--- src/rtl/ali_pkg.sv ---
package ali_pkg;

  typedef enum logic [1:0] {
    CLS_NONALU = 2'b00,
    CLS_SINGLE = 2'b01,
    CLS_TWO    = 2'b10,
    CLS_RSVD   = 2'b11
  } op_class_e;

  // True for instructions executed by the data ALU.
  function automatic logic is_alu(input logic [1:0] cls);
    return (cls == CLS_SINGLE) || (cls == CLS_TWO);
  endfunction

  // True for instructions occupying both execute stages.
  function automatic logic is_two_stage(input logic [1:0] cls);
    return cls == CLS_TWO;
  endfunction

  // Completion stage of an accepted instruction: 1 = Execute 2.
  function automatic logic finish_late(input logic late, input logic [1:0] cls);
    return is_two_stage(cls) || (late && (cls == CLS_SINGLE));
  endfunction

  // Mode after accepting an instruction of class cls.
  function automatic logic mode_after(input logic late, input logic [1:0] cls);
    if (is_two_stage(cls)) return 1'b1;
    if (!is_alu(cls))      return 1'b0;
    return late;
  endfunction

endpackage

--- src/rtl/ali_mode_reg.sv ---
module ali_mode_reg
  import ali_pkg::*;
(
  input  logic       clk,
  input  logic       rst_n,
  input  logic       accept,
  input  logic [1:0] cls,
  output logic       late_q
);

  always_ff @(posedge clk or negedge rst_n) begin
    if (!rst_n)      late_q <= 1'b0;
    else if (accept) late_q <= mode_after(late_q, cls);
  end

endmodule

--- src/rtl/ali_ex_record.sv ---
module ali_ex_record
  import ali_pkg::*;
#(
  parameter int IDX_W = 4
) (
  input  logic             clk,
  input  logic             rst_n,
  input  logic             accept,
  input  logic [1:0]       cls,
  input  logic             finish_ex2,
  input  logic [IDX_W-1:0] dst,
  output logic             rec_live,
  output logic [IDX_W-1:0] rec_dst
);

  // rec_live: the instruction now in the execute stages is an ALU op that
  // completes in Execute 2 and was accepted in the cycle just before.
  always_ff @(posedge clk or negedge rst_n) begin
    if (!rst_n) begin
      rec_live <= 1'b0;
      rec_dst  <= '0;
    end else begin
      rec_live <= accept && is_alu(cls) && finish_ex2;
      if (accept) rec_dst <= dst;
    end
  end

endmodule

--- src/rtl/ali_hazard.sv ---
module ali_hazard #(
  parameter int IDX_W = 4
) (
  input  logic             op_valid,
  input  logic             rec_live,
  input  logic [IDX_W-1:0] rec_dst,
  input  logic [IDX_W-1:0] src_a,
  input  logic [IDX_W-1:0] src_b,
  input  logic             mul_a,
  input  logic             mul_b,
  input  logic             store,
  input  logic             cc_use,
  output logic             mul_hit,
  output logic             store_hit,
  output logic             cc_hit,
  output logic             hazard
);

  logic a_match, b_match;

  always_comb begin
    a_match   = src_a == rec_dst;
    b_match   = src_b == rec_dst;
    mul_hit   = (mul_a && a_match) || (mul_b && b_match);
    store_hit = store && a_match;
    cc_hit    = cc_use;
    hazard    = op_valid && rec_live && (mul_hit || store_hit || cc_hit);
  end

endmodule

--- src/rtl/alu_late_interlock.sv ---
module alu_late_interlock
  import ali_pkg::*;
#(
  parameter int IDX_W = 4
) (
  input  logic             clk,
  input  logic             rst_n,
  input  logic             op_valid,
  input  logic [1:0]       op_class,
  input  logic [IDX_W-1:0] op_src_a,
  input  logic [IDX_W-1:0] op_src_b,
  input  logic [IDX_W-1:0] op_dst,
  input  logic             op_mul_a,
  input  logic             op_mul_b,
  input  logic             op_store,
  input  logic             op_cc_use,
  output logic             stall_req,
  output logic             done_ex2,
  output logic             late_mode
);

  logic             accept;
  logic             late_q;
  logic             finish_ex2;
  logic             rec_live;
  logic [IDX_W-1:0] rec_dst;
  logic             mul_hit, store_hit, cc_hit, hazard;

  ali_hazard #(.IDX_W(IDX_W)) u_haz (
    .op_valid (op_valid),
    .rec_live (rec_live),
    .rec_dst  (rec_dst),
    .src_a    (op_src_a),
    .src_b    (op_src_b),
    .mul_a    (op_mul_a),
    .mul_b    (op_mul_b),
    .store    (op_store),
    .cc_use   (op_cc_use),
    .mul_hit  (mul_hit),
    .store_hit(store_hit),
    .cc_hit   (cc_hit),
    .hazard   (hazard)
  );

  assign accept     = op_valid && !hazard;
  assign finish_ex2 = finish_late(late_q, op_class);

  ali_mode_reg u_mode (
    .clk   (clk),
    .rst_n (rst_n),
    .accept(accept),
    .cls   (op_class),
    .late_q(late_q)
  );

  ali_ex_record #(.IDX_W(IDX_W)) u_rec (
    .clk       (clk),
    .rst_n     (rst_n),
    .accept    (accept),
    .cls       (op_class),
    .finish_ex2(finish_ex2),
    .dst       (op_dst),
    .rec_live  (rec_live),
    .rec_dst   (rec_dst)
  );

  assign stall_req = hazard;
  assign done_ex2  = accept && finish_ex2;
  assign late_mode = late_q;

endmodule

--- config.mk ---
export PLATFORM = sky130hd
export DESIGN_NAME = alu_late_interlock
export DESIGN_NICKNAME = d
export VERILOG_FILES = /design/src/rtl/ali_pkg.sv /design/src/rtl/ali_mode_reg.sv /design/src/rtl/ali_ex_record.sv /design/src/rtl/ali_hazard.sv /design/src/rtl/alu_late_interlock.sv
export SDC_FILE = /design/constraint.sdc
export NUM_CORES = 1
export LEC_CHECK = 0
export BUFFER_PORTS_ARGS = -buffer_cell sky130_fd_sc_hd__buf_4
export CAP_MARGIN = 40
export CELL_PAD_IN_SITES_DETAIL_PLACEMENT = 0
export CELL_PAD_IN_SITES_GLOBAL_PLACEMENT = 1
export CORE_MARGIN = 10
export CORE_UTILIZATION = 28
export CTS_CLUSTER_SIZE = 12
export DETAILED_ROUTE_END_ITERATION = 16
export PLACE_DENSITY_LB_ADDON = 0.1
export SLEW_MARGIN = 15
export SYNTH_ARGS = -nofsm -noshare
export SYNTH_HDL_FRONTEND = slang
export SYNTH_SLANG_ARGS = --single-unit
--- constraint.sdc ---
create_clock -name clk -period 2.2 [get_ports clk]
set_clock_uncertainty 0.05 [all_clocks]
set_input_delay 0.66 -clock clk [delete_from_list [all_inputs] [get_ports clk]]
set_output_delay 0.66 -clock clk [all_outputs]
set_load 0.1 [all_outputs]
Word level (Yosys, flattened, before mapping)
Cells that the tools add are included.
Widths: inputs -> output; s select.

word-level totals
  bits of input ports = 21
  logic and storage cells = 34
  flip-flop bits (word level) = 6
  output and inout port bits = 3

operators by class
  reductions and logical operators = 18
  equality and inequality tests = 4
  muxes and demuxes = 9

operator list
  kind                count
  $logic_and 1x1->1   10
  $mux 1              9
  $eq 4x4->1          2
  $logic_or 1x1->1    5
  $eq 2x1->1 const B  1
  $eq 2x2->1 const B  1
  $reduce_and 2->1    1
  $reduce_bool 2->1   1
  $logic_not 1->1     1

Logic depth before layout (Yosys ltp)
Gate-level depths: netlist of run 1.

  depth in word-level cells = 13
  mapped depth = 5
  gate-level depth less buffers = 5

Modules after synthesis
A second synthesis of run 1 with hierarchy kept.

second synthesis, totals
  cells, all modules = 36
  area total of the unflattened synthesis = 410.4 um2

by module, submodules not included
  module              area each (um2)  cells each  seq. area each (um2)  instances
  ali_ex_record       186.4            11          125.1                 1
  ali_hazard          116.4            14          0.0                   1
  ali_mode_reg        68.8             6           25.0                  1
  alu_late_interlock  38.8             5           0.0                   1

Worst setup path before layout of run 1
OpenSTA, ideal clock, no wires.

  path type = input -> output
  start point = in op_src_b[0]
  end point = out done_ex2
  path slack = -1.906 ns
  stages = 5
  arrival = 3.396 ns
  cells stage by stage = xor2_1 > nor3_1 > a31oi_1 > a21oi_1 > nor3b_1

on the way
  longest elaborated chain between the ends = 9

RTL lines
  what                           RTL line                  text
  start: declaration             alu_late_interlock.sv:11  input logic [IDX_W-1:0] op_src_b,
  $eq 4x4->1                     ali_hazard.sv:23          b_match = src_b == rec_dst;
  $logic_and 1x1->1              ali_hazard.sv:24          mul_hit = (mul_a && a_match) || (mul_b && b_match);
  $logic_or 1x1->1               ali_hazard.sv:24
  $logic_or 1x1->1 (2 in a row)  ali_hazard.sv:27          hazard = op_valid && rec_live && (mul_hit || store_hit || cc_hit);
  $logic_and 1x1->1              ali_hazard.sv:27
  $logic_not 1->1                alu_late_interlock.sv:45  assign accept = op_valid && !hazard;
  $logic_and 1x1->1              alu_late_interlock.sv:45
  $logic_and 1x1->1              alu_late_interlock.sv:68  assign done_ex2 = accept && finish_ex2;
  end: declaration               alu_late_interlock.sv:18  output logic done_ex2,

No other way between the ends.

Worst setup path in the final report of run 1
  start point = in op_src_b[1]
  end point = out done_ex2

The elaborated chain is that of the path after synthesis.

==> impl_metrics.py, run 1 <==
metrics = {
    "critical_path": {
        "cp.arrival_ns": 1.86,
        "worstPathMaxFanout": 2,
        "worstSetupStartpointType": "input port",
        "crit_required_ns": 1.49,
        "path_class": "in2out",
        "crit_path_end_kind": "output port",
    },
    "sta": {
        "maxSlewHeadroom": 0.803,
        "rsz0062_at_grt": "true",
        "finalSetupViolations": 2,
        "maxSlewViolCount": 0,
        "final_hold_viol_count": 0,
        "fin_crit_ns": 2.57,
        "fmax_mhz": 390,
        "timing.final.crit_share": 1.17,
        "fin_ws_ns": -0.365,
        "tns_ns": -0.712,
        "worstMarginPinSlew_ns": 0.295,
    },
    "yosys": {
        "yosysSeqAreaShare": 0.311,
        "synth_edf_count": 0,
        "avgSynthCellArea_um2": 10.7,
        "ys_ff_latch": 6,
        "syn_inst": 45,
        "yosysUniqueCellTypes": 23,
        "synth_area_leader_cell": "dfrtp_1",
        "synthFlopType": "dfrtp_1",
        "synth_top_area_frac": 0.311,
        "syn_area_um2": 483,
        "ys_async_sr_fraction": 1.00,
        "synthTopCellsByArea": "dfrtp_1 (31%), xor2_1 (11%), mux2_4 (9.3%)",
        "syn_nets": 69,
        "ys_warn_count": 0,
    },
    "drt": {
        "vias": 451,
        "drcViolationCount": 0,
        "viasPerCell": 4.51,
        "drt_first_pass_iters": 4,
        "wl_mm": 1.28,
        "drt_iter0_drc": 5,
        "route.detailed.wl_per_inst_um": 12.8,
        "ant_nets": 0,
    },
    "power": {
        "combPwrFrac": 0.451,
        "seq_power_share": 0.312,
        "internal_power_w": 0.000300,
        "ir_drop_mv": 0.340,
        "p_leak_nw": 0.422,
        "power.density_mw_per_mm2": 508,
        "pwr-share-clk": 0.237,
        "sw_frac_of_total": 0.350,
        "switchingPower_w": 0.000162,
    },
    "clocking": {
        "cts_max_level": 1,
        "cts_tree": "built",
        "cts_sinks": 6,
        "cts.path.max_buffers": 2,
        "clk_latency_ns": 0.24,
        "cts_buffers": 3,
        "clkTransAtPathRegs_ns": 0.05,
        "cts-root-buf": "clkbuf_4",
    },
    "cells_and_area": {
        "final_area_um2": 907,
        "stdcell_count": 100,
        "layout.nets": 109,
        "final_cell_mix": "buf_4 (29), inv_1 (6), dfrtp_1 (4)",
        "syn_to_final_growth_pct": 87.8,
        "final_common_cell": "buf_4",
        "antenna_cells": 0,
        "drive_above_1_share": 0.655,
        "fillers": 144,
    },
    "global_routing": {
        "grt_max_degree": 7,
        "grt_pass1_wl_mm": 1.97,
        "antenna_found_initial": 0,
        "grt_pass1_vias": 461,
        "globalRouteOverflowTotal": 0,
        "grtUsageTotal": 0.0676,
    },
    "floorplan": {
        "die_h_um": 61.5,
        "io_pins": 24,
        "die_area_mm2": 0.00379,
        "initial_core_util": 0.306,
        "die_width_um": 61.5,
        "coreArea_mm2": 0.00158,
        "rows": 14,
    },
    "place": {
        "hpwlAfterDp_mm": 1.10,
        "port_buffers": 23,
        "gp_congestion": 0.767,
        "placed_cells": 94,
        "placed_area_um2": 768,
        "pre_cts_ws_ns": -0.480,
    },
    "job": {
        "cap_violations": 0,
    },
    "worst_hold_path": {
        "worstHoldPathType": "in2async",
    },
    "status": {
        "status": "finished, violations left",
        "violations": "negative setup slack",
    },
}
power by group through the flow:
stage	Sequential (W)	Combinational [W]	Clock, W
5_1_grt	0.000146	0.000224	0.000121
3_3_place_gp	0.000141	0.000184	0
6_report	0.000144	0.000208	0.000109
3_5_place_dp	0.000141	0.000185	0
2_1_floorplan	0.000166	0.0000836	0
4_1_cts	0.000140	0.000197	0.000114
flip-flops by register name, indices dropped and copies added, names as in the netlist:
name and flops:
u_mode.late_q 1, u_rec.rec_dst 4, u_rec.rec_live 1
metrics by stage:
| step | power [W] | util | hold WS [ns] |
|---|---|---|---|
| after floorplan | 0.000250 | - | 0.314 |
| after global placement | 0.000325 | 0.487 | 0.421 |
| after detailed placement | 0.000326 | 0.487 | 0.419 |
| after CTS | 0.000451 | 0.537 | 0.153 |
| after global routing | 0.000490 | 0.575 | 0.151 |
| final | 0.000461 | 0.575 | 0.160 |
cells by family (layout without fill, tap and decap cells):
logic type,after synthesis,after routing,share of synthesized area
simple gates,11,11,0.163
xor+xnor,8,8,0.145
compound gates,7,7,0.143
flops,6,6,0.311
buf+inv,6,45,0.0466
mux,4,4,0.114
fa+ha+maj,3,3,0.0777
per-layer routing:
layer,wire [um],global-route usage,vias to the layer above,part of all wire
li1,-,-,232,-
met1,579,0.0828,209,0.45
met2,634,0.108,10,0.49
met3,68,0.0247,0,0.053
met4,0,0.0191,0,0
met5,0,0,-,0
critical path, cell delays in order:
cell and delay, ns:
buf_6 0.09, xor2_1 0.17, nor3_2 0.08, a31oi_2 0.21, a21oi_2 0.09, buf_4 0.15, nor3b_4 0.20, buf_12 0.20
path summary, 6_finish.rpt:
| kind | startpoint | end | slack (ns) | cells after the start |
|---|---|---|---|---|
| min | rst_n | u_rec.rec_dst[1]$_DFFE_PN0P_ | 0.16 | 1 |
| min in group clk | u_mode.late_q$_DFFE_PN0P_ | u_mode.late_q$_DFFE_PN0P_ | 0.51 | 2 |
| max in group asynchronous | rst_n | u_rec.rec_dst[2]$_DFFE_PN0P_ | 1.81 | 1 |
| max | op_src_b[1] | done_ex2 | -0.37 | 8 |
| max reg2reg | u_rec.rec_dst[2]$_DFFE_PN0P_ | u_rec.rec_dst[2]$_DFFE_PN0P_ | 0.23 | 6 |
| min reg2reg | u_mode.late_q$_DFFE_PN0P_ | u_mode.late_q$_DFFE_PN0P_ | 0.51 | 2 |
synthesized netlist by cell type (2+ instances only):
library cell	count
ha_1	3
nand2_1	2
xor2_1	6
inv_1	6
dfrtp_1	6
xnor2_1	2
a21oi_1	2
mux2_4	3
area by class of cell:
class,count,area [um^2],area share
Clock buffer,4,26.3,0.0290
Inverter,6,22.5,0.0248
Multi-Input combinational cell,33,379,0.418
Sequential cell,6,153,0.168
Tap cell,16,20.0,0.0221
Timing Repair Buffer,35,307,0.338
what timing repair did:
item,4_1_cts,5_1_grt
hold buffers,0,0
hold endpoints to repair,0,0
gates resized for setup,11,8
setup buffers,0,2
pin swaps,4,4
endpoints found under the setup margin,2,2
Note: power is estimated with default switching activity, not from simulation.
==> run 2, diff against run 1 <==
--- a/config.mk
+++ b/config.mk
@@ -5,14 +5,15 @@
 export SDC_FILE = /design/constraint.sdc
 export NUM_CORES = 1
 export LEC_CHECK = 0
-export BUFFER_PORTS_ARGS = -buffer_cell sky130_fd_sc_hd__buf_4
 export CAP_MARGIN = 40
 export CELL_PAD_IN_SITES_DETAIL_PLACEMENT = 0
 export CELL_PAD_IN_SITES_GLOBAL_PLACEMENT = 1
-export CORE_MARGIN = 10
-export CORE_UTILIZATION = 28
+export CORE_AREA = 10 10 47 49
+export CTS_CLUSTER_DIAMETER = 40
 export CTS_CLUSTER_SIZE = 12
 export DETAILED_ROUTE_END_ITERATION = 16
+export DIE_AREA = 0 0 57 59
+export DONT_BUFFER_PORTS = 1
 export PLACE_DENSITY_LB_ADDON = 0.1
 export SLEW_MARGIN = 15
 export SYNTH_ARGS = -nofsm -noshare
==> impl_metrics.py, run 2 (synthesis results as in run 1) <==
metrics = {
    "sta": {
        "worstMarginPinSlew_ns": 0.320,
        "rsz0062_at_grt": "true",
        "maxSlewHeadroom": 0.786,
        "fin_ws_ns": -0.306,
        "tns_ns": -1.38,
        "fin_crit_ns": 2.51,
        "finalSetupViolations": 6,
        "final_hold_viol_count": 0,
        "timing.final.crit_share": 1.14,
        "maxSlewViolCount": 0,
        "fmax_mhz": 399,
    },
    "power": {
        "pwr-share-clk": 0.257,
        "power.density_mw_per_mm2": 593,
        "switchingPower_w": 0.000153,
        "combPwrFrac": 0.415,
        "p_leak_nw": 0.314,
        "internal_power_w": 0.000272,
        "sw_frac_of_total": 0.360,
        "ir_drop_mv": 0.358,
        "seq_power_share": 0.328,
    },
    "clocking": {
        "clk_latency_ns": 0.24,
        "cts_max_level": 1,
        "ctsHoldBuffers": 0,
        "cts_tree": "built",
        "cts-root-buf": "clkbuf_4",
        "clkTransAtPathRegs_ns": 0.05,
        "cts_sinks": 6,
        "cts_buffers": 3,
        "cts.path.max_buffers": 2,
    },
    "critical_path": {
        "cpPeakStageDelay_ns": 0.43,
        "critical_path_buf_inv_count": 2,
        "path_class": "reg2out",
        "crit_required_ns": 1.49,
        "crit_path_end_kind": "output port",
        "cp.arrival_ns": 1.80,
        "cp_top_family": "simple AND/OR/NAND/NOR gates",
        "worstPathMaxFanout": 3,
        "worstSetupStartpointType": "register",
        "cpMaxStageDelayCell": "dfrtp_2",
        "crit_chain": "xor2_2 -> nor4_4 -> nand2_2 -> a21oi_2 -> buf_4 -> nor3b_4 -> buf_12",
    },
    "drt": {
        "vias": 413,
        "wl_met3_um": 142,
        "wl_met2_um": 782,
        "drt_first_pass_iters": 3,
        "viasPerCell": 5.16,
        "wl_met1_um": 487,
        "drcViolationCount": 0,
        "drt_iter0_drc": 6,
        "ant_nets": 0,
        "top_layer": "met4",
        "wl_mm": 1.45,
        "route.detailed.wl_per_inst_um": 18.1,
    },
    "cells_and_area": {
        "stdcell_count": 80,
        "largest-register": "u_rec.rec_dst",
        "largest_register_ffs": 4,
        "layout.nets": 89,
        "antenna_cells": 0,
        "syn_to_final_growth_pct": 48.4,
        "drive_above_1_share": 0.531,
        "final_cell_mix": "buf_4 (13), inv_1 (6), xor2_1 (5)",
        "top_regs": "u_rec.rec_dst x4, u_mode.late_q x1, u_rec.rec_live x1",
        "final_common_cell": "buf_4",
        "fillers": 143,
    },
    "floorplan": {
        "rows": 14,
        "initial_core_util": 0.345,
        "die_width_um": 57,
        "io_pins": 24,
        "die_h_um": 59,
        "die_area_mm2": 0.00336,
        "coreArea_mm2": 0.00140,
    },
    "place": {
        "pre_cts_ws_ns": -0.283,
        "hpwlAfterDp_mm": 1.12,
        "port_buffers": 0,
        "gp_congestion": 0.743,
        "placed_cells": 68,
    },
    "global_routing": {
        "grt_max_degree": 7,
        "grtUsageTotal": 0.0816,
        "grt_pass1_wl_mm": 2.17,
        "grt_pass1_vias": 483,
        "antenna_found_initial": 0,
        "globalRouteOverflowTotal": 0,
    },
    "status": {
        "violations": "negative setup slack",
        "status": "finished, violations left",
    },
    "worst_hold_path": {
        "worstHoldPathType": "in2async",
    },
    "job": {
        "cap_violations": 0,
    },
}
run 2: cell types whose count changed in the layout (fill, tap and decap cells not counted), sizes merged:
cell,delta
buf,-20
run 2: power groups by stage:
stage / clock network (W) / logic [W] / registers, W
final: 0.000109 / 0.000176 / 0.000139
after global routing: 0.000119 / 0.000187 / 0.000142
after CTS: 0.000114 / 0.000169 / 0.000139
after detailed placement: 0 / 0.000149 / 0.000140
after global placement: 0 / 0.000144 / 0.000139
after floorplan: 0 / 0.0000836 / 0.000166
run 2: layer usage:
| metal | vias to the layer above | GRT usage |
|---|---|---|
| li1 | 195 | - |
| met1 | 195 | 0.0770 |
| met2 | 19 | 0.146 |
| met3 | 4 | 0.0322 |
| met4 | 0 | 0.0503 |
| met5 | - | 0 |
run 2: worst paths after layout:
check / slack (ns) / depth (start not counted) / end / from
min in group clk: 0.49 / 1 / u_rec.rec_dst[1]$_DFFE_PN0P_ / op_valid
worst max register to register: -0.24 / 10 / u_rec.rec_dst[3]$_DFFE_PN0P_ / u_rec.rec_dst[2]$_DFFE_PN0P_
max in group asynchronous: 1.96 / 0 / u_rec.rec_dst[2]$_DFFE_PN0P_ / rst_n
worst max-delay path: -0.31 / 7 / done_ex2 / u_rec.rec_dst[2]$_DFFE_PN0P_
worst min register to register: 0.62 / 2 / u_rec.rec_dst[3]$_DFFE_PN0P_ / u_rec.rec_dst[3]$_DFFE_PN0P_
worst min-delay path: 0.06 / 0 / u_mode.late_q$_DFFE_PN0P_ / rst_n
run 2: layout make-up:
class | count | area [um^2] | area share
tap | 16 | 20.0 | 0.0279
sequential | 6 | 153 | 0.213
timing repair buffer | 15 | 138 | 0.192
inverter | 6 | 22.5 | 0.0314
clock buffer | 4 | 26.3 | 0.0366
multi-input combinational | 33 | 358 | 0.499
run 2: stage by stage:
step	total power, W	utilization	cell area (um^2)	hold WS [ns]
2_1_floorplan	0.000250	-	500	0.314
3_3_place_gp	0.000283	0.427	598	0.315
3_5_place_dp	0.000289	0.427	598	0.315
4_1_cts	0.000422	0.496	696	0.0509
5_1_grt	0.000448	0.512	717	0.0453
6_report	0.000425	0.512	717	0.0574
run 2: timing repair:
item,CTS,global route
gates resized for setup,3,3
endpoints found under the setup margin,2,7
pin swaps,6,1
setup buffers,7,1
run 2: worst reg2reg max path, stage by stage (launching register included):
cell,delay [ns]
dfrtp_2,0.43
xor2_2,0.17
nor4_4,0.32
nand2_2,0.11
buf_4,0.14
buf_4,0.12
buf_4,0.12
buf_4,0.12
buf_4,0.14
o2111ai_4,0.28
mux2_4,0.33
==> run 3, diff against run 2 <==
==> constraint.sdc (replaced) <==
create_clock -name clk -period 2.2 [get_ports clk]
set_clock_uncertainty 0.05 [all_clocks]
set_input_delay 0.22 -clock clk [delete_from_list [all_inputs] [get_ports clk]]
set_output_delay 0.22 -clock clk [all_outputs]
set_load 0.1 [all_outputs]
==> impl_metrics.py, run 3 (synthesis results as in run 1) <==
metrics = {
    "status": {
        "status": "finished, final reports clean",
    },
    "critical_path": {
        "critical_path_buf_inv_count": 2,
        "rrSetupSlack_ns": 0.20,
        "cpMaxStageDelayCell": "dfrtp_1",
        "worstSetupStartpointType": "register",
        "crit_path_end_kind": "output port",
        "crit_chain": "xor2_1 -> nor4_4 -> nand2_2 -> a21oi_2 -> buf_4 -> nor3b_4 -> buf_12",
        "cp.arrival_ns": 1.82,
        "worstPathMaxFanout": 3,
        "cp_top_family": "simple AND/OR/NAND/NOR gates",
        "crit_required_ns": 1.93,
        "cpPeakStageDelay_ns": 0.42,
        "path_class": "reg2out",
    },
    "floorplan": {
        "initial_core_util": 0.345,
        "rows": 14,
        "io_pins": 24,
        "die_h_um": 59,
        "coreArea_mm2": 0.00140,
        "die_area_mm2": 0.00336,
        "die_width_um": 57,
    },
    "global_routing": {
        "globalRouteOverflowTotal": 0,
        "grt_pass1_wl_mm": 1.93,
        "grt_use_met1": 0.0759,
        "grtUsageTotal": 0.0760,
        "use_met3": 0.0322,
        "grtUsageMet2": 0.127,
        "grt_pass1_vias": 391,
        "grt_max_degree": 7,
        "grt_busiest_layer": "met2",
        "antenna_found_initial": 0,
    },
    "drt": {
        "ant_nets": 0,
        "wl_mm": 1.29,
        "drt_first_pass_iters": 1,
        "drcViolationCount": 0,
        "route.detailed.wl_per_inst_um": 18.1,
        "vias": 369,
        "viasPerCell": 5.20,
        "drt_iter0_drc": 0,
    },
    "place": {
        "placed_area_um2": 571,
        "gp_congestion": 0.795,
        "port_buffers": 0,
        "hpwlAfterDp_mm": 1.14,
    },
    "job": {
        "cap_violations": 0,
    },
    "clocking": {
        "clk_latency_ns": 0.24,
        "cts.path.max_buffers": 2,
        "cts-root-buf": "clkbuf_4",
        "clkTransAtPathRegs_ns": 0.05,
        "cts_max_level": 1,
        "cts_tree": "built",
        "cts_sinks": 6,
        "cts_buffers": 3,
    },
    "cells_and_area": {
        "top_regs": "u_rec.rec_dst x4, u_mode.late_q x1, u_rec.rec_live x1",
        "antenna_cells": 0,
        "seqCellArea_um2": 150,
        "syn_to_final_growth_pct": 31.1,
        "final_cell_mix": "inv_1 (6), xor2_1 (6), dfrtp_1 (6)",
        "largest-register": "u_rec.rec_dst",
        "fillers": 133,
        "drive_above_1_share": 0.364,
        "final_area_um2": 633,
        "largest_register_ffs": 4,
        "multi_input_area_um2": 338,
        "layout.nets": 81,
    },
    "power": {
        "p_leak_nw": 0.272,
        "ir_drop_mv": 0.279,
        "p_total_w": 0.000387,
        "power.density_mw_per_mm2": 611,
    },
    "sta": {
        "timing.final.crit_share": 0.949,
        "final_hold_viol_count": 0,
        "maxSlewHeadroom": 0.804,
        "rsz0062_at_grt": "false",
        "fmax_mhz": 479,
        "finalSetupViolations": 0,
        "worstMarginPinSlew_ns": 0.294,
        "maxSlewViolCount": 0,
        "fin_crit_ns": 2.09,
    },
    "worst_hold_path": {
        "worstHoldPathType": "in2reg",
    },
}
run 3: cell types whose count changed in the layout (fill, tap and decap cells not counted):
cell | before | now
o221ai_2 | 1 | 0
clkbuf_1 | 1 | 0
xor2_2 | 1 | 0
dlygate4sd3_1 | 0 | 1
dfrtp_1 | 4 | 6
o2111ai_2 | 1 | 0
xor2_1 | 5 | 6
o221ai_1 | 0 | 1
buf_4 | 13 | 4
dfrtp_2 | 2 | 0
o2111ai_1 | 0 | 1
run 3: final timing paths:
path,from,endpoint,cells past startpoint
worst max-delay path,u_rec.rec_dst[0]$_DFFE_PN0P_,done_ex2,7
worst min register to register,u_rec.rec_dst[3]$_DFFE_PN0P_,u_rec.rec_dst[3]$_DFFE_PN0P_,1
worst max register to register,u_rec.rec_dst[0]$_DFFE_PN0P_,u_rec.rec_dst[0]$_DFFE_PN0P_,6
min in group asynchronous,rst_n,u_rec.rec_dst[2]$_DFFE_PN0P_,1
worst min-delay path,op_dst[2],u_rec.rec_dst[2]$_DFFE_PN0P_,1
max in group asynchronous,rst_n,u_rec.rec_dst[0]$_DFFE_PN0P_,1
run 3: per-layer routing:
metal	vias to the layer above	share of wire
met3	4	0.060
met5	-	0
li1	180	-
met2	14	0.54
met4	0	0.017
met1	171	0.38
run 3: layout make-up:
| class | instances | area share |
|---|---|---|
| clock buffer | 3 | 0.0356 |
| tap | 16 | 0.0316 |
| timing repair buffer | 7 | 0.126 |
| inverter | 6 | 0.0356 |
| multi-input combinational | 33 | 0.534 |
| sequential | 6 | 0.237 |
run 3: metrics by stage:
step                worst slack [ns]  hold WS [ns]  TNS [ns]   util  std cells
finish                         0.111        0.0730         0  0.452         71
global placement               0.358        -0.125         0  0.407         65
CTS                           0.0290        0.0679         0  0.430         69
detailed placement             0.305        -0.125         0  0.407         65
global route                 0.00749        0.0610         0  0.452         71
floorplan                     -0.118        -0.126    -0.118      -         45
run 3: what timing repair did:
item | 4_1_cts | 5_1_grt
setup buffers | 0 | 2
hold endpoints to repair | 6 | 0
resized for setup | 0 | 3
setup endpoints to repair | 0 | 2
hold buffers | 1 | 0
run 3: report_power, final:
group / total (W) / internal [W] / leakage [nW] / switching (W)
Clock: 0.0000993 / 0.0000616 / 0.0138 / 0.0000377
Combinational: 0.000149 / 0.0000581 / 0.186 / 0.0000908
Sequential: 0.000139 / 0.000125 / 0.0724 / 0.0000144
Total: 0.000387 / 0.000244 / 0.272 / 0.000143
